File: src/rtl/symTxPkg.sv
package symTxPkg;

  localparam int WORD_W = 16;
  localparam int GAIN_W = 3;
  localparam logic [GAIN_W-1:0] GAIN_TOP = 3'd4;

  // strobes from control to datapath
  typedef struct packed {
    logic frameLoad;   // this rising edge opens a new baud period
    logic shiftOn;     // advance the shift register by one slot
    logic baudHigh;    // level the baud clock takes in this slot
  } ctrlStrobeT;

  typedef struct packed {
    logic              txEn;
    logic [1:0]        level;
    logic [GAIN_W-1:0] gain;
    logic              loop;
    logic [1:0]        power;
  } settingsT;

  function automatic logic [1:0] grayOf(input logic [1:0] lvl);
    return {lvl[1], lvl[1] ^ lvl[0]};
  endfunction

endpackage

File: src/rtl/symTxCtrl.sv
module symTxCtrl
  import symTxPkg::*;
#(
  parameter int SLOTS = 48,
  localparam int CNT_W = $clog2(SLOTS)
) (
  input  logic             clk,
  input  logic             rstN,
  output ctrlStrobeT       strobes,
  output logic [CNT_W-1:0] slotIdx,
  output logic             readyPulse
);

  localparam int HALF = SLOTS / 2;
  localparam logic [CNT_W-1:0] LAST = CNT_W'(SLOTS - 1);
  localparam logic [CNT_W-1:0] HALF_IDX = CNT_W'(HALF);

  logic [CNT_W-1:0] slotCnt;
  logic wrap;

  assign wrap = (slotCnt == LAST);

  // reset parks the counter on the last slot so the first edge opens a period
  always_ff @(posedge clk or negedge rstN) begin
    if (!rstN) begin
      slotCnt <= LAST;
    end else if (wrap) begin
      slotCnt <= '0;
    end else begin
      slotCnt <= slotCnt + 1'b1;
    end
  end

  always_ff @(posedge clk or negedge rstN) begin
    if (!rstN) begin
      readyPulse <= 1'b0;
    end else begin
      readyPulse <= wrap;
    end
  end

  always_comb begin
    strobes.frameLoad = wrap;
    strobes.shiftOn   = !wrap;
    strobes.baudHigh  = (slotCnt < HALF_IDX);
  end

  assign slotIdx = slotCnt;

endmodule

File: src/rtl/symTxPath.sv
module symTxPath
  import symTxPkg::*;
(
  input  logic       clk,
  input  logic       rstN,
  input  ctrlStrobeT strobes,
  input  logic       loadStb,
  input  settingsT   setIn,
  output logic       serData,
  output logic       baudClk,
  output logic       gainErr
);

  settingsT          staged;
  logic [GAIN_W-1:0] gainFix;
  logic              clampHit;
  logic [WORD_W-1:0] wordNext;
  logic [WORD_W-1:0] shReg;

  always_ff @(posedge clk or negedge rstN) begin
    if (!rstN) begin
      staged <= '0;
    end else if (loadStb) begin
      staged <= setIn;
    end
  end

  always_comb begin
    clampHit = (staged.gain > GAIN_TOP);
    gainFix  = clampHit ? GAIN_TOP : staged.gain;
    wordNext = {staged.txEn, grayOf(staged.level), gainFix, staged.loop,
                1'b0, staged.power, 6'b000000};
  end

  // zero fill: after the last word bit leaves, the idle slots read 0
  always_ff @(posedge clk or negedge rstN) begin
    if (!rstN) begin
      shReg <= '0;
    end else if (strobes.frameLoad) begin
      shReg <= wordNext;
    end else if (strobes.shiftOn) begin
      shReg <= {shReg[WORD_W-2:0], 1'b0};
    end
  end

  always_ff @(posedge clk or negedge rstN) begin
    if (!rstN) begin
      gainErr <= 1'b0;
    end else if (strobes.frameLoad) begin
      gainErr <= clampHit;
    end
  end

  // line outputs move half a cycle ahead of the receiver's sampling edge
  always_ff @(negedge clk or negedge rstN) begin
    if (!rstN) begin
      serData <= 1'b0;
      baudClk <= 1'b0;
    end else begin
      serData <= shReg[WORD_W-1];
      baudClk <= strobes.baudHigh;
    end
  end

endmodule

File: src/rtl/symTxSerializer.sv
module symTxSerializer
  import symTxPkg::*;
#(
  parameter int SLOTS = 48
) (
  input  logic       clk,
  input  logic       rstN,
  input  logic       loadStb,
  input  logic       txEnIn,
  input  logic [1:0] levelIn,
  input  logic [2:0] gainIn,
  input  logic       loopIn,
  input  logic [1:0] powerIn,
  output logic       readyPulse,
  output logic       serData,
  output logic       baudClk,
  output logic       gainErr
);

  localparam int CNT_W = $clog2(SLOTS);

  ctrlStrobeT       strobes;
  settingsT         setIn;
  logic [CNT_W-1:0] slotCnt;

  assign setIn = '{txEn: txEnIn, level: levelIn, gain: gainIn,
                   loop: loopIn, power: powerIn};

  symTxCtrl #(.SLOTS(SLOTS)) i_ctrl (
    .clk       (clk),
    .rstN      (rstN),
    .strobes   (strobes),
    .slotIdx   (slotCnt),
    .readyPulse(readyPulse)
  );

  symTxPath i_path (
    .clk    (clk),
    .rstN   (rstN),
    .strobes(strobes),
    .loadStb(loadStb),
    .setIn  (setIn),
    .serData(serData),
    .baudClk(baudClk),
    .gainErr(gainErr)
  );

endmodule

File: config.mk
export PLATFORM = sky130hd
export DESIGN_NAME = symTxSerializer
export DESIGN_NICKNAME = d
export VERILOG_FILES = /design/src/rtl/symTxPkg.sv /design/src/rtl/symTxCtrl.sv /design/src/rtl/symTxPath.sv /design/src/rtl/symTxSerializer.sv
export SDC_FILE = /design/constraint.sdc
export NUM_CORES = 1
export LEC_CHECK = 0
export ABC_AREA = 1
export BUFFER_PORTS_ARGS = -buffer_cell sky130_fd_sc_hd__buf_4
export CORE_ASPECT_RATIO = 1.25
export CORE_UTILIZATION = 40
export CTS_BUF_LIST = sky130_fd_sc_hd__clkbuf_8
export DETAILED_ROUTE_END_ITERATION = 16
export SYNTH_ARGS = -nofsm -noshare
export SYNTH_HDL_FRONTEND = slang
export SYNTH_SLANG_ARGS = --single-unit
File: constraint.sdc
create_clock -name clk -period 1.5 [get_ports clk]
set_input_delay 0.15 -clock clk [delete_from_list [all_inputs] [get_ports clk]]
set_output_delay 0.15 -clock clk [all_outputs]
set_load 0.05 [all_outputs]
==> run summary, run 1 <==
status: finished, violations left
failing checks: setup timing
diode count: 0
Post-synth EDFFs: 0
YS warnings: 0
Final GP Congestion: 0.6997
required time worst endpoint: 1350 ps
Netlist Area Pre-Place: 0.001144 sq mm
hold depth: 3
leak pwr: 0.7356 nW
Starting Density: 0.4226
Relative slew margins: 0.8538
critical path, cell by cell: buf_6
Register Area: 732.0 sq um
crit path max fanout: 1
Vias per Instance: 4.533
RR Startpoint: i_ctrl.slotIdx[3]$_DFF_PN1_
Worst path slowest cell: dfrtn_1
CP peak stage delay: 400 ps
clock share of power: 0.384
setup violators final: 3
core area: 0.002706 sq mm
CTS Buf Count: 5
die area: 0.003078 sq mm
Min-Delay Path Class: input port to flop
NumNets Final: 144
row count: 21
Clock Skew: 11.41 ps
Clock transition at path regs: 60 ps
global-route wire length before repair: 3001 um
drt total wl: 1733 um
Slew Limit Fails: 0
sequential element share of the synthesized area: 0.6400
Root Driver: clkbuf_8
hold wc startpoint: txEnIn
DRC: 0
vias: 748
R2R Setup Slk: -50 ps
Post-synth top cells: 22 x dfrtp_1, 20 x nand2_1, 11 x inv_1
Worst Setup SP: i_path.baudClk$_DFF_NN0_
VDD IR max: 0.8418 mV
Synth area leader: dfrtp_1
Async SR Flop Fraction: 1.000
Reg-to-Reg End: i_path.baudClk$_DFF_NN0_
critical path launch point type: flop
H-tree level count: 2
I/O pin count: 16
largest net degree at the start of global routing: 19
clk_lat worst skew: 280 ps
filler cell count: 251
Top delay family on crit path: flip-flops
CTS Buffer Depth: 2
count leader, synth: dfrtp_1
RSZ-0062 raised after global routing: yes
# Max-Cap Violations: 0
Netlist cell types: 22
Final Hold Fails: 0
P per Cell Area: 1126 mW/mm^2
dpl cells: 156
Synth Flop Type: dfrtp_1
layout cells sized above 1: 0.3664
worst reg2reg path depth: 3
Int Pwr: 1.251 mW
Setup Crit Path Kind: flop to output port
Routed Antenna Nets: 0
Sw Ratio: 0.2223
initial antenna violation count: 0
Wirelength per Cell: 10.50 um
drt pass-1 iters: 4
Comb pwr share: 0.085
CTS tree: yes
worst slack, placed: -53.80 ps
Post-Layout Cell Count: 165
sequential group share of total power: 0.531
NetSw: 0.3575 mW
Worst-Margin Slew: 219.1 ps
#FFs+latches synth: 29
Buf/Inv on CP: 1
vias in the first global route: 689
Multi-input gate area: 349.1 sq um
final setup margin: -232.7 ps
Synth top area share: 0.4814
Mean Syn Cell Area: 10.89 sq um
CTS Sinks: 29
IO buf count: 15
hold endpoint: i_path.staged[8]$_DFFE_PN0P_
die width: 49.83 um
CP Capture Type: output port
grt total ovfl: 0
die height: 61.78 um
1st-iter DRT viols: 15
post-DP HPWL: 1227 um
dominant cells by area after synthesis: dfrtp_1 48%, dfstp_2 11%, nand2_1 6.6%, o21ai_2 4.6%, dfrtn_1 4.4%
WP data arrival: 1580 ps
Layout area overhead: 24.84%
Syn Inst Count: 105
GRT Overall Usage: 0.1424
syn_nets: 118
[per-layer routing]
layer	share of wire	global-route usage	vias up
met4	0.033	0.1102	0
met3	0.047	0.05839	4
met2	0.49	0.2355	17
met5	0	0	-
met1	0.42	0.1467	351
li1	-	-	376
[power groups by stage]
stage	logic (mW)	clock network [mW]	registers, mW
2_1_floorplan	0.0600	0	0.881
3_3_place_gp	0.134	0	0.865
3_5_place_dp	0.137	0	0.867
4_1_cts	0.141	0.651	0.855
5_1_grt	0.153	0.680	0.860
6_report	0.136	0.617	0.854
[sequential cells by signal, summed over array words and instances (netlist names)]
signal             flops
i_path.shReg          10
i_path.serData         1
i_path.gainErr         1
i_path.staged          9
i_ctrl.slotIdx         6
i_ctrl.readyPulse      1
i_path.baudClk         1
[how the worst max path moves through the flow]
stage | slack [ps] | depth (start not counted) | end
6_report | -230 | 1 | baudClk
5_1_grt | -250 | 1 | serData
4_1_cts | -250 | 1 | serData
3_5_place_dp | -50 | 3 | i_path.baudClk$_DFF_NN0_
3_3_place_gp | -40 | 3 | i_path.baudClk$_DFF_NN0_
2_1_floorplan | -80 | 3 | i_path.baudClk$_DFF_NN0_
[timing repair]
action	CTS	global route
setup endpoints to repair	3	3
hold buffers	1	0
setup buffers	0	1
resized for setup	3	0
cloned	0	0
endpoints found under the hold margin	24	0
pin swaps	0	0
[area by class of cell]
type | instances | area share
flip-flops and latches | 29 | 0.5127
well taps | 34 | 0.02980
clock buffers | 6 | 0.05784
multi-input cells | 61 | 0.2445
repair buffers | 21 | 0.1174
inverters | 13 | 0.03506
clock inverters | 1 | 0.002629
[per-stage QoR]
step	TNS (ps)	area [sq um]	util	hold slack [ps]	power [mW]
CTS	-542.2	1420	0.5247	63.79	1.647
detailed placement	-53.80	1314	0.4854	5.080	1.004
global route	-591.0	1428	0.5275	79.40	1.693
floorplan	-181.1	1144	-	-145.6	0.9406
finish	-511.3	1428	0.5275	78.01	1.608
global placement	-41.10	1314	0.4854	5.826	0.9994
[cell usage in the layout (no fill, tap or decap)]
cell           Yosys  layout
a21oi_1            2       2
buf_4              0      18
buf_6              1       2
clkbuf_8           0       6
clkinv_2           1       1
dfrtn_1            2       2
dfrtp_1           22      22
dfstp_2            5       5
dlygate4sd3_1      0       1
ha_1               1       1
inv_1             11      11
inv_2              1       2
mux2_2             3       3
nand2_1           20      19
nand2_2            1       2
nand2_4            1       1
nand3_1            4       4
nand3_2            1       1
nor2_1            10      10
nor2_4             1       1
o21ai_0            8       8
o21ai_2            6       6
xnor2_1            1       1
xor2_1             2       2
[logic make-up (layout without fill, tap and decap cells)]
kind of cell	count (synthesis)	in the layout	share of synthesized area
buf+inv	15	41	0.05688
compound gates	16	16	0.08972
xor+xnor	3	3	0.02298
fa+ha+maj	1	1	0.01094
flops	29	29	0.6401
simple gates	38	38	0.1499
mux	3	3	0.02954
Note: power is estimated with default switching activity, not from simulation.
==> run 2, diff against run 1 <==
ABC_AREA = not set   (was 1)
==> run 2 against run 1 <==
Net effect: the run still ends with setup timing left; global-route usage up 1.9 points; non-clock buffer count grew 11; final cell count fell by 10%.
==> run summary, run 2 <==
status: finished, violations left
failing checks: setup timing
WP data arrival: 1590 ps (about the same)
NumNets Final: 126 (-13%)
Worst-Margin Slew: 236.5 ps (+17.33 ps)
met3 routed WL: 80 um (-1.2%)
max layer used: met4
die width: 50.32 um (+0.99%)
RR Startpoint: i_ctrl.slotIdx[5]$_DFF_PN1_
Synth Flop Type: dfrtp_1
Async SR Flop Fraction: 1.000 (unchanged)
vias: 715 (-4.4%)
most common cell after layout, fill and taps aside: buf_4
met2 WL: 1014 um (+18%)
R2R Setup Slk: -30 ps (+20 ps)
GRT Overall Usage: 0.1613 (+0.01886)
Post-synth top cells: 22 x dfrtp_1, 13 x mux2_2, 5 x dfstp_2
CTS tree: yes
Wirelength per Cell: 13.59 um (+29%)
YS warnings: 0 (unchanged)
Relative slew margins: 0.8424 (-0.01142)
Vias per Instance: 4.831 (+6.6%)
Final Hold Fails: 0 (unchanged)
vias in the first global route: 765 (+11%)
setup violators final: 10 (+7)
setup_tns: -622.2 ps (-111.0 ps)
CTS Buffer Depth: 2 (unchanged)
Layout area overhead: 33.33%
hold wc startpoint: gainIn[2]
initial antenna violation count: 0 (unchanged)
largest net degree at the start of global routing: 20 (+1)
Worst path slowest cell: dfrtn_1
Mean Syn Cell Area: 15.36 sq um (+41%)
Slew Limit Fails: 0 (unchanged)
Final GP Congestion: 0.7637 (+9.1%)
commonest cells after routing, fill and taps aside: 29 x buf_4, 22 x dfrtp_1, 9 x mux2_2, 8 x mux2_4
DRC: 0 (unchanged)
CP peak stage delay: 410 ps (about the same)
diode count: 0 (unchanged)
drt pass-1 iters: 3 (-1)
dpl cells: 131 (-16%)
I/O pin count: 16 (unchanged)
core area: 0.002733 sq mm (+0.97%)
Top delay family on crit path: flip-flops
RSZ-0062 raised after global routing: yes
Post-Layout Cell Count: 148 (-10%)
Largest register FFs: 10 (unchanged)
grt total ovfl: 0 (unchanged)
post-DP HPWL: 1304 um (+6.2%)
#FFs+latches synth: 29 (unchanged)
Min-Delay Path Class: input port to flop
Reg with most FFs: i_path.shReg
critical path, cell by cell: buf_6
M1 WL: 871 um (+18%)
Syn Inst Count: 76 (-28%)
CTS Sinks: 29 (unchanged)
Root Driver: clkbuf_8
row count: 21 (unchanged)
# Max-Cap Violations: 0 (unchanged)
P per Cell Area: 1030 mW/mm^2 (-8.5%)
Post-synth EDFFs: 0 (unchanged)
1st-iter DRT viols: 6 (-9)
leak pwr: 0.7340 nW (-0.22%)
global-route wire length before repair: 3588 um (+20%)
drt total wl: 2011 um (+16%)
Clock Skew: 10.98 ps (-0.4292 ps)
Setup Crit Path Kind: flop to output port
die area: 0.003140 sq mm (+2.0%)
Final Total Pwr: 1.604 mW (-0.27%)
hold endpoint: i_path.staged[5]$_DFFE_PN0P_
Netlist cell types: 24 (+9.1%)
Synth area leader: dfrtp_1
sequential element share of the synthesized area: 0.6270 (-0.01303)
worst slack, placed: -82.40 ps (-28.61 ps)
die height: 62.40 um (+1.0%)
syn_nets: 89 (-25%)
WP depth: 1 (unchanged)
filler cell count: 241 (-4.0%)
Routed Antenna Nets: 0 (unchanged)
CTS Buf Count: 5 (unchanged)
Synth top area share: 0.4716 (-0.009803)
crit path max fanout: 1 (unchanged)
worst reg2reg path depth: 1 (-2)
CP Capture Type: output port
Starting Density: 0.4272 (+0.004637)
required time worst endpoint: 1350 ps (about the same)
layout cells sized above 1: 0.5702 (+0.2038)
critical path launch point type: flop
Buf/Inv on CP: 1 (unchanged)
Netlist Area Pre-Place: 0.001167 sq mm (+2.1%)
clk_lat worst skew: 280 ps (about the same)
Clock transition at path regs: 60 ps (about the same)
VDD IR max: 0.7617 mV (-9.5%)
H-tree level count: 2 (unchanged)
final setup margin: -244.8 ps (-12.07 ps)
Reg-to-Reg End: i_path.baudClk$_DFF_NN0_
IO buf count: 15 (unchanged)
count leader, synth: dfrtp_1
hold depth: 2 (-1)
dominant cells by area after synthesis: dfrtp_1 47%, mux2_2 13%, dfstp_2 11%, mux2_4 5.1%, dfrtn_1 4.3%
-- run 2: cell count changes after synthesis, sizes merged, moves of 2 or more --
cell   previous run  this run
nor2             11         3
nand4             0         2
nand2            22         2
nand3             5         3
mux2              3        17
inv              12         0
nor2b             0         4
o21ai            14         2
-- run 2: how the worst max path moves through the flow --
stage | start | endpoint | slack [ps]
finish | i_path.serData$_DFF_NN0_ | serData | -240
global route | i_path.serData$_DFF_NN0_ | serData | -280
CTS | i_path.serData$_DFF_NN0_ | serData | -260
detailed placement | i_ctrl.slotIdx[1]$_DFF_PN1_ | i_path.shReg[12]$_DFF_PN0_ | -80
global placement | i_ctrl.slotIdx[1]$_DFF_PN1_ | i_path.shReg[12]$_DFF_PN0_ | -40
floorplan | i_path.baudClk$_DFF_NN0_ | baudClk | -50
-- run 2: power breakdown --
group	internal, mW	switching (mW)	leakage, nW
combinational	0.0847	0.0627	0.343
clock	0.313	0.279	0.0491
sequential	0.838	0.0261	0.342
total	1.24	0.368	0.734
-- run 2: cell families (layout without fill, tap and decap cells) --
| kind of cell | after synthesis | in the layout | synth area share |
|---|---|---|---|
| adder cells (fa/ha/maj) | 1 | 1 | 0.01072 |
| multiplexers | 17 | 17 | 0.1769 |
| AND/OR/NAND/NOR | 16 | 17 | 0.1008 |
| buffers and inverters | 3 | 40 | 0.02465 |
| flip-flops | 29 | 29 | 0.6270 |
| AO/OA/AOI/OAI | 7 | 7 | 0.03752 |
| XOR/XNOR | 3 | 3 | 0.02251 |
-- run 2: timing repair --
action	4_1_cts	5_1_grt
buffers inserted	4	3
endpoints found under the setup margin	11	11
hold buffers	1	0
cloned	1	0
hold endpoints to repair	23	0
pin swaps	1	1
gates resized for setup	7	0
-- run 2: per-stage QoR --
step                      hold slack, ps    util  area (sq um)
after floorplan                   -145.6       -          1180
after global placement            -5.971  0.5027          1374
after detailed placement          -5.005  0.5027          1374
after CTS                          97.77  0.5614          1534
after global routing               93.21  0.5696          1556
final                              104.2  0.5696          1556
-- run 2: layer usage --
metal	global-route usage	vias up
met4	0.09375	0
li1	-	341
met1	0.1906	349
met2	0.2583	17
met5	0	-
met3	0.04380	8
-- run 2: final cells by class --
type,count,area (sq um),share of cell area
repair buffers,32,250.2,0.1608
clock buffers,5,68.82,0.04421
multi-input cells,45,449.2,0.2886
flip-flops and latches,29,732.0,0.4703
well taps,34,42.54,0.02733
clock inverters,3,13.76,0.008842
==> run 3, diff against run 2 <==
clock period = 1.9 ns   (was 1.5 ns; I/O delays follow)
==> run 3 against run 2 <==
Net effect: final cell count fell by 8.8%; sequential share of layout area increased by 4.5 points; core utilization fell by 4.9 points; final area decreased by 8.7%; sequential power decreased by 21%; the run still ends with setup timing left; first-iteration DRC count grew 67%; setup slack better by 150 ps; wire length shrank 8.3%; critical path depth did not move.
==> run summary, run 3 (synthesis results as in run 2) <==
status: finished, violations left
Reg-to-Reg End: i_path.baudClk$_DFF_NN0_
Clock Skew: 9.778 ps (-1.198 ps)
vias in the first global route: 704 (-8.0%)
H-tree level count: 2 (unchanged)
Vias per Instance: 4.956 (+2.6%)
CTS Sinks: 29 (unchanged)
RR Startpoint: i_ctrl.slotIdx[5]$_DFF_PN1_
1st-iter DRT viols: 10 (+4)
filler cell count: 259 (+7.5%)
die area: 0.003140 sq mm (unchanged)
Wirelength per Cell: 13.66 um (+0.53%)
grt total ovfl: 0 (unchanged)
failing checks: setup timing
layout cells sized above 1: 0.4752 (-0.09493)
R2R Setup Slk: 160 ps (+190 ps)
dpl cells: 126 (-3.8%)
GRT Overall Usage: 0.1501 (-0.01116)
P per Cell Area: 880.4 mW/mm^2 (-15%)
Routed Antenna Nets: 0 (unchanged)
die width: 50.32 um (unchanged)
WP depth: 1 (unchanged)
NumNets Final: 113 (-10%)
hold wc startpoint: powerIn[0]
critical path, cell by cell: buf_6
core area: 0.002733 sq mm (unchanged)
most common cell after layout, fill and taps aside: dfrtp_1
commonest cells after routing, fill and taps aside: 22 x dfrtp_1, 17 x buf_4, 13 x mux2_2, 5 x clkbuf_8, 5 x dfstp_2
global-route wire length before repair: 3243 um (-9.6%)
Min-Delay Path Class: input port to flop
setup violators final: 2 (-8)
CTS Buf Count: 5 (unchanged)
Worst path slowest cell: dfrtn_1
VDD IR max: 0.4787 mV (-37%)
Layout area overhead: 21.76%
leak pwr: 0.6577 nW (-10%)
Final GP Congestion: 0.6882 (-9.9%)
CP Capture Type: output port
RSZ-0062 raised after global routing: yes
Reg with most FFs: i_path.shReg
required time worst endpoint: 1710 ps (+360 ps)
diode count: 0 (unchanged)
die height: 62.40 um (unchanged)
Placement Cell Area: 0.001324 sq mm (-3.6%)
hold depth: 2 (unchanged)
Final Hold Fails: 0 (unchanged)
Worst Setup SP: i_path.baudClk$_DFF_NN0_
CTS tree: yes
drt total wl: 1844 um (-8.3%)
Post-Layout Cell Count: 135 (-8.8%)
CP peak stage delay: 410 ps (about the same)
row count: 21 (unchanged)
hold endpoint: i_path.staged[0]$_DFFE_PN0P_
initial antenna violation count: 0 (unchanged)
CTS Buffer Depth: 2 (unchanged)
Largest register FFs: 10 (unchanged)
I/O pin count: 16 (unchanged)
Top delay family on crit path: flip-flops
Clock transition at path regs: 60 ps (about the same)
Final Instance Area: 0.001421 sq mm (-8.7%)
setup_tns: -162.8 ps (+459.4 ps)
Setup Crit Path Kind: flop to output port
Slew Limit Fails: 0 (unchanged)
Root Driver: clkbuf_8
Relative slew margins: 0.8266 (-0.01576)
final setup margin: -90.76 ps (+154.0 ps)
post-DP HPWL: 1260 um (-3.3%)
IO buf count: 15 (unchanged)
vias: 669 (-6.4%)
clk_lat worst skew: 280 ps (about the same)
largest net degree at the start of global routing: 19 (-5.0%)
critical path launch point type: flop
worst reg2reg path depth: 1 (unchanged)
Starting Density: 0.4272 (unchanged)
Buf/Inv on CP: 1 (unchanged)
drt pass-1 iters: 2 (-1)
DRC: 0 (unchanged)
Worst-Margin Slew: 260.1 ps (+23.64 ps)
WP data arrival: 1800 ps (+210 ps)
crit path max fanout: 1 (unchanged)
# Max-Cap Violations: 0 (unchanged)
==> run 3: cell count changes in the layout (fill, tap and decap cells not counted), sizes merged <==
| cell | delta |
|---|---|
| buf | -12 |
| clkinv | -2 |
| inv | +2 |
| nor2 | -1 |
==> run 3: final cells by class <==
type	count	area, sq um	share of cell area
clock buffers	5	68.82	0.04842
clock inverters	3	11.26	0.007923
multi-input cells	44	406.6	0.2861
well taps	34	42.54	0.02993
repair buffers	20	160.2	0.1127
flip-flops and latches	29	732.0	0.5150
==> run 3: where the power goes <==
| part | switching [mW] | internal, mW | total (mW) | leakage (nW) |
|---|---|---|---|---|
| Clock | 0.217 | 0.243 | 0.460 | 0.0519 |
| Sequential | 0.0190 | 0.662 | 0.681 | 0.342 |
| Combinational | 0.0501 | 0.0609 | 0.111 | 0.264 |
==> run 3: worst max path at each step <==
stage          slack (ps)                       end
3_5_place_dp          170  i_path.baudClk$_DFF_NN0_
2_1_floorplan         110                   baudClk
4_1_cts              -110                   baudClk
3_3_place_gp          190  i_path.baudClk$_DFF_NN0_
6_report              -90                   baudClk
5_1_grt              -120                   baudClk
==> run 3: stage by stage <==
step           utilization  hold slack [ps]  power [mW]  worst slack, ps
2_1_floorplan            -           -105.6      0.7509            108.8
3_3_place_gp        0.4844            38.89      0.7980            188.8
3_5_place_dp        0.4844            39.69      0.8024            167.0
4_1_cts             0.5201            131.8       1.276           -106.9
5_1_grt             0.5201            136.8       1.319           -121.5
6_report            0.5201            141.8       1.251           -90.76
==> run 3: metal layers <==
layer | global-route usage | share of wire | up-vias
li1 | - | - | 312
met1 | 0.1616 | 0.41 | 336
met2 | 0.2317 | 0.51 | 17
met3 | 0.07299 | 0.053 | 4
met4 | 0.09375 | 0.023 | 0
met5 | 0 | 0 | -
==> run 3: repair_timing <==
| action | CTS | global route |
|---|---|---|
| resized for setup | 2 | 0 |
| setup endpoints to repair | 2 | 2 |
| setup buffers | 0 | 0 |
| endpoints found under the hold margin | 9 | 0 |
| hold buffers | 1 | 0 |
